## config.mk

```make
export PLATFORM = sky130hd
export DESIGN_NAME = dma_irq_agg
export DESIGN_NICKNAME = d
export VERILOG_FILES = /design/src/rtl/dma_irq_agg_pkg.sv /design/src/rtl/sticky_flag_bank.sv /design/src/rtl/agg_regs.sv /design/src/rtl/dma_irq_agg.sv
export SDC_FILE = /design/constraint.sdc
export NUM_CORES = 1
export LEC_CHECK = 0
export ABC_CLOCK_PERIOD_IN_PS = 1400
export BUFFER_PORTS_ARGS = -buffer_cell sky130_fd_sc_hd__buf_2
export CORE_UTILIZATION = 50
export CTS_CLUSTER_SIZE = 40
export DETAILED_ROUTE_END_ITERATION = 8
export PLACE_DENSITY = 0.86
export SYNTH_ARGS = -nofsm -noshare
export SYNTH_HDL_FRONTEND = slang
export SYNTH_SLANG_ARGS = --single-unit
```

## constraint.sdc

```tcl
create_clock -name clk -period 1.4 [get_ports clk]
set_input_delay 0.07 -clock clk [delete_from_list [all_inputs] [get_ports clk]]
set_output_delay 0.07 -clock clk [all_outputs]
set_load 0.02 [all_outputs]
```

## src/rtl/dma_irq_agg_pkg.sv

```systemverilog
package dma_irq_agg_pkg;

    localparam int NUM_STREAMS = 4;
    localparam int ADDR_W      = 3;

    typedef logic [NUM_STREAMS-1:0] stream_vec_t;

    typedef enum logic [ADDR_W-1:0] {
        RA_DONE_RAW  = 3'd0,
        RA_ERR_RAW   = 3'd1,
        RA_DONE_EN   = 3'd2,
        RA_ERR_EN    = 3'd3,
        RA_DONE_MSK  = 3'd4,
        RA_ERR_MSK   = 3'd5,
        RA_ACTIVE    = 3'd6,
        RA_RESERVED  = 3'd7
    } reg_addr_e;

    typedef struct packed {
        stream_vec_t done;
        stream_vec_t err;
    } flag_pair_t;

    // Set has priority over a write-one clear.
    function automatic logic sticky_next(input logic cur, input logic set, input logic clr);
        return set | (cur & ~clr);
    endfunction

endpackage

```

## src/rtl/sticky_flag_bank.sv

```systemverilog
module sticky_flag_bank
    import dma_irq_agg_pkg::*;
#(
    parameter int WIDTH = NUM_STREAMS
) (
    input  logic             clk,
    input  logic             rst,
    input  logic [WIDTH-1:0] set_i,
    input  logic [WIDTH-1:0] clr_i,
    output logic [WIDTH-1:0] flag_o
);
    for (genvar i = 0; i < WIDTH; i++) begin : g_flag
        logic q;
        always_ff @(posedge clk) begin
            if (rst) q <= 1'b0;
            else     q <= sticky_next(q, set_i[i], clr_i[i]);
        end
        assign flag_o[i] = q;
    end
endmodule

```

## src/rtl/agg_regs.sv

```systemverilog
module agg_regs
    import dma_irq_agg_pkg::*;
(
    input  logic              clk,
    input  logic              rst,
    input  logic              wr_en,
    input  logic [ADDR_W-1:0] addr,
    input  stream_vec_t       wdata,
    input  flag_pair_t        flags,
    input  stream_vec_t       active_q,
    output flag_pair_t        clr,
    output flag_pair_t        enables,
    output stream_vec_t       rdata
);
    reg_addr_e sel;
    assign sel = reg_addr_e'(addr);

    always_comb begin
        clr.done = (wr_en && sel == RA_DONE_RAW) ? wdata : '0;
        clr.err  = (wr_en && sel == RA_ERR_RAW)  ? wdata : '0;
    end

    always_ff @(posedge clk) begin
        if (rst) begin
            enables <= '0;
        end else if (wr_en) begin
            if (sel == RA_DONE_EN) enables.done <= wdata;
            if (sel == RA_ERR_EN)  enables.err  <= wdata;
        end
    end

    always_comb begin
        unique case (sel)
            RA_DONE_RAW: rdata = flags.done;
            RA_ERR_RAW:  rdata = flags.err;
            RA_DONE_EN:  rdata = enables.done;
            RA_ERR_EN:   rdata = enables.err;
            RA_DONE_MSK: rdata = flags.done & enables.done;
            RA_ERR_MSK:  rdata = flags.err & enables.err;
            RA_ACTIVE:   rdata = active_q;
            default:     rdata = '0;
        endcase
    end
endmodule

```

## src/rtl/dma_irq_agg.sv

```systemverilog
module dma_irq_agg
    import dma_irq_agg_pkg::*;
(
    input  logic        clk,
    input  logic        rst,
    input  logic [3:0]  done_evt,
    input  logic [3:0]  err_evt,
    input  logic [3:0]  active_in,
    input  logic        wr_en,
    input  logic [2:0]  addr,
    input  logic [3:0]  wdata,
    output logic [3:0]  rdata,
    output logic        irq
);
    flag_pair_t  flags;
    flag_pair_t  clr;
    flag_pair_t  enables;
    stream_vec_t active_q;
    logic        irq_q;

    sticky_flag_bank #(.WIDTH(NUM_STREAMS)) u_done_bank (
        .clk(clk), .rst(rst), .set_i(done_evt), .clr_i(clr.done), .flag_o(flags.done)
    );

    sticky_flag_bank #(.WIDTH(NUM_STREAMS)) u_err_bank (
        .clk(clk), .rst(rst), .set_i(err_evt), .clr_i(clr.err), .flag_o(flags.err)
    );

    agg_regs u_regs (
        .clk(clk), .rst(rst), .wr_en(wr_en), .addr(addr), .wdata(wdata),
        .flags(flags), .active_q(active_q), .clr(clr), .enables(enables), .rdata(rdata)
    );

    always_ff @(posedge clk) begin
        if (rst) begin
            active_q <= '0;
            irq_q    <= 1'b0;
        end else begin
            active_q <= active_in;
            irq_q    <= |(flags & enables);
        end
    end

    assign irq = irq_q;
endmodule

```

; ---- After elaboration in Yosys (flattened, before gate mapping)
; Cells that the tools add are included.
[word_totals]
output_inout_bits = 5
in_bits = 22
elab_cells = 54
register_bits = 21
[classes]
muxes = 3
eq_ne = 6
bitwise = 27
n_reduce_logical = 6
[ops]
columns = operator, n
row1 = 4-bit case mux with 7 select lines, 1
row2 = 3-bit equality test (second input constant), 3
row3 = 1-bit AND, 8
row4 = 4-bit AND, 2
row5 = 8-bit AND, 1
row6 = 4-bit two-way mux, 2
row7 = 1-bit inverter, 8
row8 = 1-bit OR, 8
row9 = 8-bit OR reduction, 1
row10 = 3-bit by 2-bit equality test with 1-bit output (second input constant), 2
row11 = 2-bit AND reduction, 2
row12 = 3-bit by 1-bit equality test with 1-bit output (second input constant), 1
row13 = 3-bit zero test, 1
row14 = 1-bit logical AND, 2

; ---- Depth between registers and ports, before layout
; Gate-level depths: netlist (run 1).
[depth]
word_depth = 6
mapped_depth = 5
depth_no_buf = 4

; ---- Hierarchy
; A second synthesis (run 1) with hierarchy kept.
[unflattened]
hier_cells = 123
hier_area_um2 = 1101.1
[by_module_without_submodules]
columns = mod, n_inst, seq_area_each_um2, cells_each, area_per_inst_um2
row1 = agg_regs, 1, 160.2, 69, 596.8
row2 = sticky_flag_bank, 2, 80.1, 20, 170.2
row3 = dma_irq_agg, 1, 100.1, 14, 163.9

; ---- Worst setup path after synthesis (run 1)
; No wires, ideal clock.
[synth_timing]
kind = register -> output
startpoint = reg u_regs.enables[1] (netlist name)
endpoint = out rdata[1]
path_stages_with_launch = 3
setup_slack_ps = 295
arrival_time_ps = 1035
path_buffers = 0
required_ps = 1330
cell_sequence = dfxtp_1 > mux4_2 > a32o_1
[synth_via]
elab_chain_len = 2
[synth_rtl]
columns = item, line_no
row1 = 4-bit AND, agg_regs.sv:39  ; RA_ERR_MSK: rdata = flags.err & enables.err;
row2 = 4-bit case mux with 7 select lines (*), agg_regs.sv:33  ; unique case (sel)
row3 = "end, declared", dma_irq_agg.sv:12  ; output logic [3:0] rdata,
; Every way passes the cells marked *; elsewhere a longest branch is shown, timed or not.

; ---- Worst setup path in the final report (run 1)
[layout_timing]
startpoint = reg u_regs.enables[1] (netlist name)
endpoint = out rdata[1]
[layout_via]
elab_chain_len = 2
[layout_rtl]
columns = item, line_no
row1 = 4-bit AND, agg_regs.sv:39
row2 = 4-bit case mux with 7 select lines (*), agg_regs.sv:33
; Marked as above.

==> results of run 1 <==
==> cells by family (layout without fill, tap and decap cells) <==
group                  after synthesis  count (layout)  synth area share, %
XOR/XNOR                             1               1                0.899
AND/OR/NAND/NOR                     40              40                 22.0
buffers and inverters               10              48                 5.13
flip-flops                          21              21                 43.1
multiplexers                         9               9                 10.5
AO/OA/AOI/OAI                       27              27                 18.4
==> worst min-delay path, stage by stage <==
cell	delay [ps]
buf_2	110
mux2i_1	70
nor2_1	80
==> where the power goes <==
part	switching, mW	internal [mW]	total (mW)
clock network	0.181	0.111	0.292
registers	0.0184	0.627	0.646
logic	0.107	0.106	0.214
==> area by class of cell <==
class / instances / share of cell area [%]
sequential: 21 / 33.3
multi-input combinational: 77 / 39.5
inverter: 4 / 1.18
tap: 25 / 2.45
clock buffer: 4 / 2.06
timing repair buffer: 40 / 21.5
==> cell usage in the layout (no fill, tap or decap) <==
cell type	instances
a22o_1	1
o31ai_1	1
buf_6	1
dfxtp_1	17
nor4bb_1	1
clkbuf_1	1
dlygate4sd3_1	12
nor2_1	20
inv_1	4
o21ai_0	4
a32o_1	1
a221oi_1	4
and4bb_2	1
nor2b_1	4
dfxtp_2	4
mux2i_1	8
buf_2	24
a41oi_1	1
buf_4	3
nand2b_1	1
nand2_1	8
nand4b_1	1
o221ai_1	3
nand3b_1	3
a21oi_1	11
nor4b_4	1
clkbuf_4	3
a22oi_1	1
mux4_2	1
xnor2_1	1
==> cells in the mapped netlist (2+ instances only) <==
cell      instances
a21oi_1          11
a221oi_1          4
buf_4             3
clkbuf_1          2
dfxtp_1          21
inv_1             4
mux2i_1           8
nand2_1           8
nand3b_1          3
nor2_1           20
nor2b_1           4
o21ai_0           4
o221ai_1          3
==> worst max path at each step <==
stage,from,endpoint,depth (start not counted)
final,u_regs.enables[1]$_SDFFE_PP0P_,rdata[1],3
after global routing,u_regs.enables[1]$_SDFFE_PP0P_,rdata[1],3
after CTS,u_regs.enables[1]$_SDFFE_PP0P_,rdata[1],3
after detailed placement,addr[1],u_regs.enables[5]$_SDFFE_PP0P_,5
after global placement,u_regs.enables[1]$_SDFFE_PP0P_,rdata[1],3
after floorplan,u_regs.enables[1]$_SDFFE_PP0P_,rdata[1],2
==> flip-flops by register name (all words and copies together) (netlist names) <==
name                  flops
irq                       1
u_regs.enables            8
u_done_bank.g_flag.q      4
active_q                  4
u_err_bank.g_flag.q       4
==> what timing repair did <==
item | CTS | global route
endpoints found under the hold margin | 12 | 0
endpoints found under the setup margin | 3 | 4
buffers inserted | 1 | 0
gates resized for setup | 5 | 2
hold buffers | 12 | 0
gates cloned | 0 | 0
pin swaps | 2 | 0
==> routing by layer <==
metal,vias to the layer above,GRT usage [%],part of all wire [%]
li1,465,-,-
met1,442,28.8,44
met2,39,40.6,49
met3,8,3.53,4.3
met4,0,12.4,2.6
met5,-,0,0
==> stage by stage <==
step | util [%] | setup slack (ps)
final | 71.6 | -128
after global routing | 71.6 | -179
after CTS | 71.4 | -140
after detailed placement | 62.2 | 167
after global placement | 62.2 | 222
after floorplan | - | 295
==> results_dict.tcl, run 1 <==
set metrics [dict create \
    dr.pass1.iters 4 \
    antenna_left 0 \
    cp_top_family "multiplexers" \
    die_area_um2 2130 \
    grt_use_total_pct 23.9 \
    whs_path_depth 3 \
    dpl_cell_area_um2 1110 \
    cts_max_path_buffers 2 \
    synthTopCellsByArea "dfxtp_1, mux2i_1, nor2_1, a21oi_1, a221oi_1" \
    ys_types 26 \
    avgSynthCellArea_um2 9.02 \
    die_width_um 46.2 \
    relSlewSlack_pct 74.6 \
    yosysSeqAreaShare_pct 43.1 \
    violations "setup timing" \
    num_antenna_cells 0 \
    hpwl_mm 1.62 \
    drv_cap 0 \
    r2r_start "u_done_bank.g_flag[0].q$_SDFF_PP0_" \
    syn_nets 130 \
    whs_endpoint "u_regs.enables[3]$_SDFFE_PP0P_" \
    final_area_um2 1280 \
    die_h_um 46.2 \
    ys.warnings.count 0 \
    hold_path_startpoint "wdata[3]" \
    grt_pass1_wl_mm 3.55 \
    drive_gt1_share_pct 26.0 \
    cellPowerDensity_nw_per_um2 902 \
    power.total_mw 1.15 \
    final_cells 171 \
    coreArea_um2 1780 \
    final_nets 169 \
    finalSetupViolCount 2 \
    synth_edf_count 0 \
    area_delta_synth_final_pct 30.9 \
    crit_chain "mux4_2 -> a32o_1 -> buf_6" \
    dp.cells 154 \
    fin_crit_ps 1530 \
    cts_tree "yes" \
    fmax_mhz 654 \
    async_flop_share_pct 0 \
    seqCellArea_um2 425 \
    rr_endpoint "irq$_SDFF_PP0_" \
    hold_viol 0 \
    root_buffer "clkbuf_4" \
    critPathKind "flip-flop to primary output" \
    start_util_pct 54.7 \
    synth_area_um2 975 \
    insertion_delay_ps 310 \
    clkSinkCount 21 \
    max_stage_delay_ps 460 \
    critPathArrivalTime_ps 1460 \
    grt_max_degree 22 \
    io_buffers 26 \
    status "finished with violations" \
    reg2regPathDepth 3 \
    syn_inst 108 \
    min_period_over_period_pct 109 \
    cp_data_required_time_ps 1330 \
    grt_pass1_vias 854 \
    multi_input_area_um2 504 \
    ir_drop_mv 0.829 \
    antenna_found_initial 0 \
    crit_path_start_kind "flip-flop" \
    synth_top_area_cell "dfxtp_1" \
    hold_ws_ps 51.1 \
    wl_mm 2.33 \
    synth-seq-cells 21 \
    tightestPinTransition_ps 380 \
    fin_ws_ps -128 \
    gp_congestion 0.799 \
    via_per_inst 5.58 \
    rsz0062_at_grt "true" \
    synthFlopType "dfxtp_1" \
    filler_cell_count 151 \
    critPathSlowestCell "mux4_2" \
    yosysTopAreaCellShare_pct 43.1 \
    slew_violations 0 \
    regToRegSetupSlack_ps 290 \
    cts_htree_levels 1 \
    end_kind "primary output" \
    clk_pin_slew_ps 120 \
    io_pins 27 \
    drt_iter0_markers 30 \
    crit_buf_inv 1 \
    num_vias 954 \
    leakagePower_nw 0.543 \
    grt-ovfl-total 0 \
    skew_ps 9.43 \
    setup_tns_ps -147 \
    wl_per_cell_um 13.6 \
    drc 0 \
    path_max_fanout 3 \
    worstHoldPathType "input pin to flip-flop" \
    rows 15 \
    cts_buffers 3 \
]
Note: power is estimated with default switching activity, not from simulation.
==> inputs of run 2 (changes only) <==
--- a/config.mk
+++ b/config.mk
@@ -7,10 +7,11 @@
 export LEC_CHECK = 0
 export ABC_CLOCK_PERIOD_IN_PS = 1400
 export BUFFER_PORTS_ARGS = -buffer_cell sky130_fd_sc_hd__buf_2
-export CORE_UTILIZATION = 50
+export CORE_UTILIZATION = 53
+export CTS_BUF_LIST = sky130_fd_sc_hd__clkbuf_8
 export CTS_CLUSTER_SIZE = 40
 export DETAILED_ROUTE_END_ITERATION = 8
-export PLACE_DENSITY = 0.86
+export PLACE_DENSITY = 0.9
 export SYNTH_ARGS = -nofsm -noshare
 export SYNTH_HDL_FRONTEND = slang
 export SYNTH_SLANG_ARGS = --single-unit
==> results_dict.tcl, run 2 (synthesis results as in run 1) <==
set metrics [dict create \
    p_comb_share_pct 15.2 \
    insertion_delay_ps 260 \
    via_per_inst 5.58 \
    seqCellArea_um2 424 \
    final_nets 158 \
    status "finished with violations" \
    filler_cell_count 148 \
    clk_pin_slew_ps 70 \
    area_delta_synth_final_pct 21.1 \
    cts_max_path_buffers 2 \
    cp_data_required_time_ps 1330 \
    die_h_um 44.9 \
    cp_top_family "multiplexers" \
    path_max_fanout 2 \
    tightestPinTransition_ps 360 \
    critPathKind "flip-flop to primary output" \
    fmax_mhz 688 \
    drv_cap 0 \
    critPathArrivalTime_ps 1380 \
    drt_iter0_markers 32 \
    end_kind "primary output" \
    crit_path_start_kind "flip-flop" \
    rsz0062_at_grt "true" \
    antenna_left 0 \
    grt_pass1_wl_mm 3.34 \
    antenna_found_initial 0 \
    largest_register_ffs 8 \
    critPathSlowestCell "mux4_2" \
    gp_congestion 0.832 \
    die_width_um 44.9 \
    multi_input_area_um2 505 \
    intPower_uw 904 \
    num_antenna_cells 0 \
    slew_violations 0 \
    coreArea_um2 1730 \
    cellPowerDensity_nw_per_um2 1020 \
    grt-ovfl-total 0 \
    drive_gt1_share_pct 28.9 \
    clkSinkCount 21 \
    num_vias 893 \
    drc 0 \
    pwr-share-seq_pct 53.7 \
    violations "setup timing" \
    top_register "u_regs.enables" \
    worstHoldPathType "input pin to flip-flop" \
    skew_ps 6.14 \
    relSlewSlack_pct 76.0 \
    ir_drop_mv 0.754 \
    final_core_util_pct 68.3 \
    cts_buffers 3 \
    cts_tree "yes" \
    start_util_pct 56.4 \
    min_period_over_period_pct 104 \
    dr.pass1.iters 4 \
    crit_buf_inv 1 \
    grt_pass1_vias 818 \
    fin_crit_ps 1450 \
    cts_htree_levels 1 \
    wl_per_cell_um 13.2 \
    wl_mm 2.11 \
    clkPwrFrac_pct 31.1 \
    switching_share_pct 24.7 \
    io_pins 27 \
    hpwl_mm 1.60 \
    ctsHoldBuffers 0 \
    layout_common_cells "buf_2, nor2_1, dfxtp_1, a21oi_1" \
    finalSetupViolCount 1 \
    switchingPower_uw 297 \
    grt_use_total_pct 23.1 \
    hold_viol 0 \
    fin_ws_ps -52.5 \
    rows 15 \
    crit_chain "mux4_2 -> a32o_2 -> buf_6" \
    max_stage_delay_ps 450 \
    leakagePower_nw 0.516 \
    mostFrequentLayoutCell "buf_2" \
    grt_max_degree 22 \
    setup_tns_ps -52.5 \
    io_buffers 26 \
    die_area_um2 2010 \
    root_buffer "clkbuf_8" \
]
[run 2: cell types whose count changed in the layout (fill, tap and decap cells not counted), sizes merged]
cell	before	now
clkbuf	4	3
inv	4	5
buf	28	29
dlygate4sd3	12	0
[run 2: timing repair]
action	4_1_cts	5_1_grt
gates resized for setup	6	0
setup buffers	2	0
endpoints found under the setup margin	1	2
pin swaps	1	1
[run 2: per-layer routing]
| metal | up-vias | share of wire (%) | global-route usage, % |
|---|---|---|---|
| met4 | 0 | 1.3 | 9.09 |
| met1 | 418 | 44 | 27.7 |
| met5 | - | 0 | 0 |
| li1 | 439 | - | - |
| met2 | 32 | 50 | 40.3 |
| met3 | 4 | 4.3 | 4.80 |
[run 2: path summary, 6_finish.rpt]
| kind | slack (ps) | startpoint | to | depth (start not counted) |
|---|---|---|---|---|
| worst max register to register | 320 | u_done_bank.g_flag[0].q$_SDFF_PP0_ | irq$_SDFF_PP0_ | 3 |
| worst min register to register | 510 | u_done_bank.g_flag[1].q$_SDFF_PP0_ | u_done_bank.g_flag[1].q$_SDFF_PP0_ | 2 |
| worst min-delay path | 20 | active_in[2] | active_q[2]$_SDFF_PP0_ | 2 |
| worst max-delay path | -50 | u_regs.enables[1]$_SDFFE_PP0P_ | rdata[1] | 3 |
[run 2: power by group through the flow]
stage          sequential, mW  combinational, mW  clock [mW]
2_1_floorplan           0.654              0.117           0
3_3_place_gp            0.657              0.170           0
3_5_place_dp            0.658              0.177           0
4_1_cts                 0.645              0.182       0.384
5_1_grt                 0.647              0.200       0.403
6_report                0.646              0.182       0.373
[run 2: layout make-up]
type | count | area share [%]
Sequential cell | 21 | 35.9
Inverter | 4 | 1.27
Timing Repair Buffer | 29 | 13.5
Clock buffer | 3 | 3.50
Tap cell | 25 | 2.65
Clock inverter | 1 | 0.318
Multi-Input combinational cell | 77 | 42.8
[run 2: per-stage QoR]
step / instance area (um^2) / cells / worst slack, ps / power (mW) / hold WS (ps)
2_1_floorplan: 975 / 108 / 295 / 0.771 / 142
3_3_place_gp: 1110 / 154 / 221 / 0.826 / 275
3_5_place_dp: 1110 / 154 / 169 / 0.835 / 283
4_1_cts: 1180 / 160 / -60.1 / 1.21 / 14.2
5_1_grt: 1180 / 160 / -86.8 / 1.25 / 17.6
6_report: 1180 / 160 / -52.5 / 1.20 / 17.1
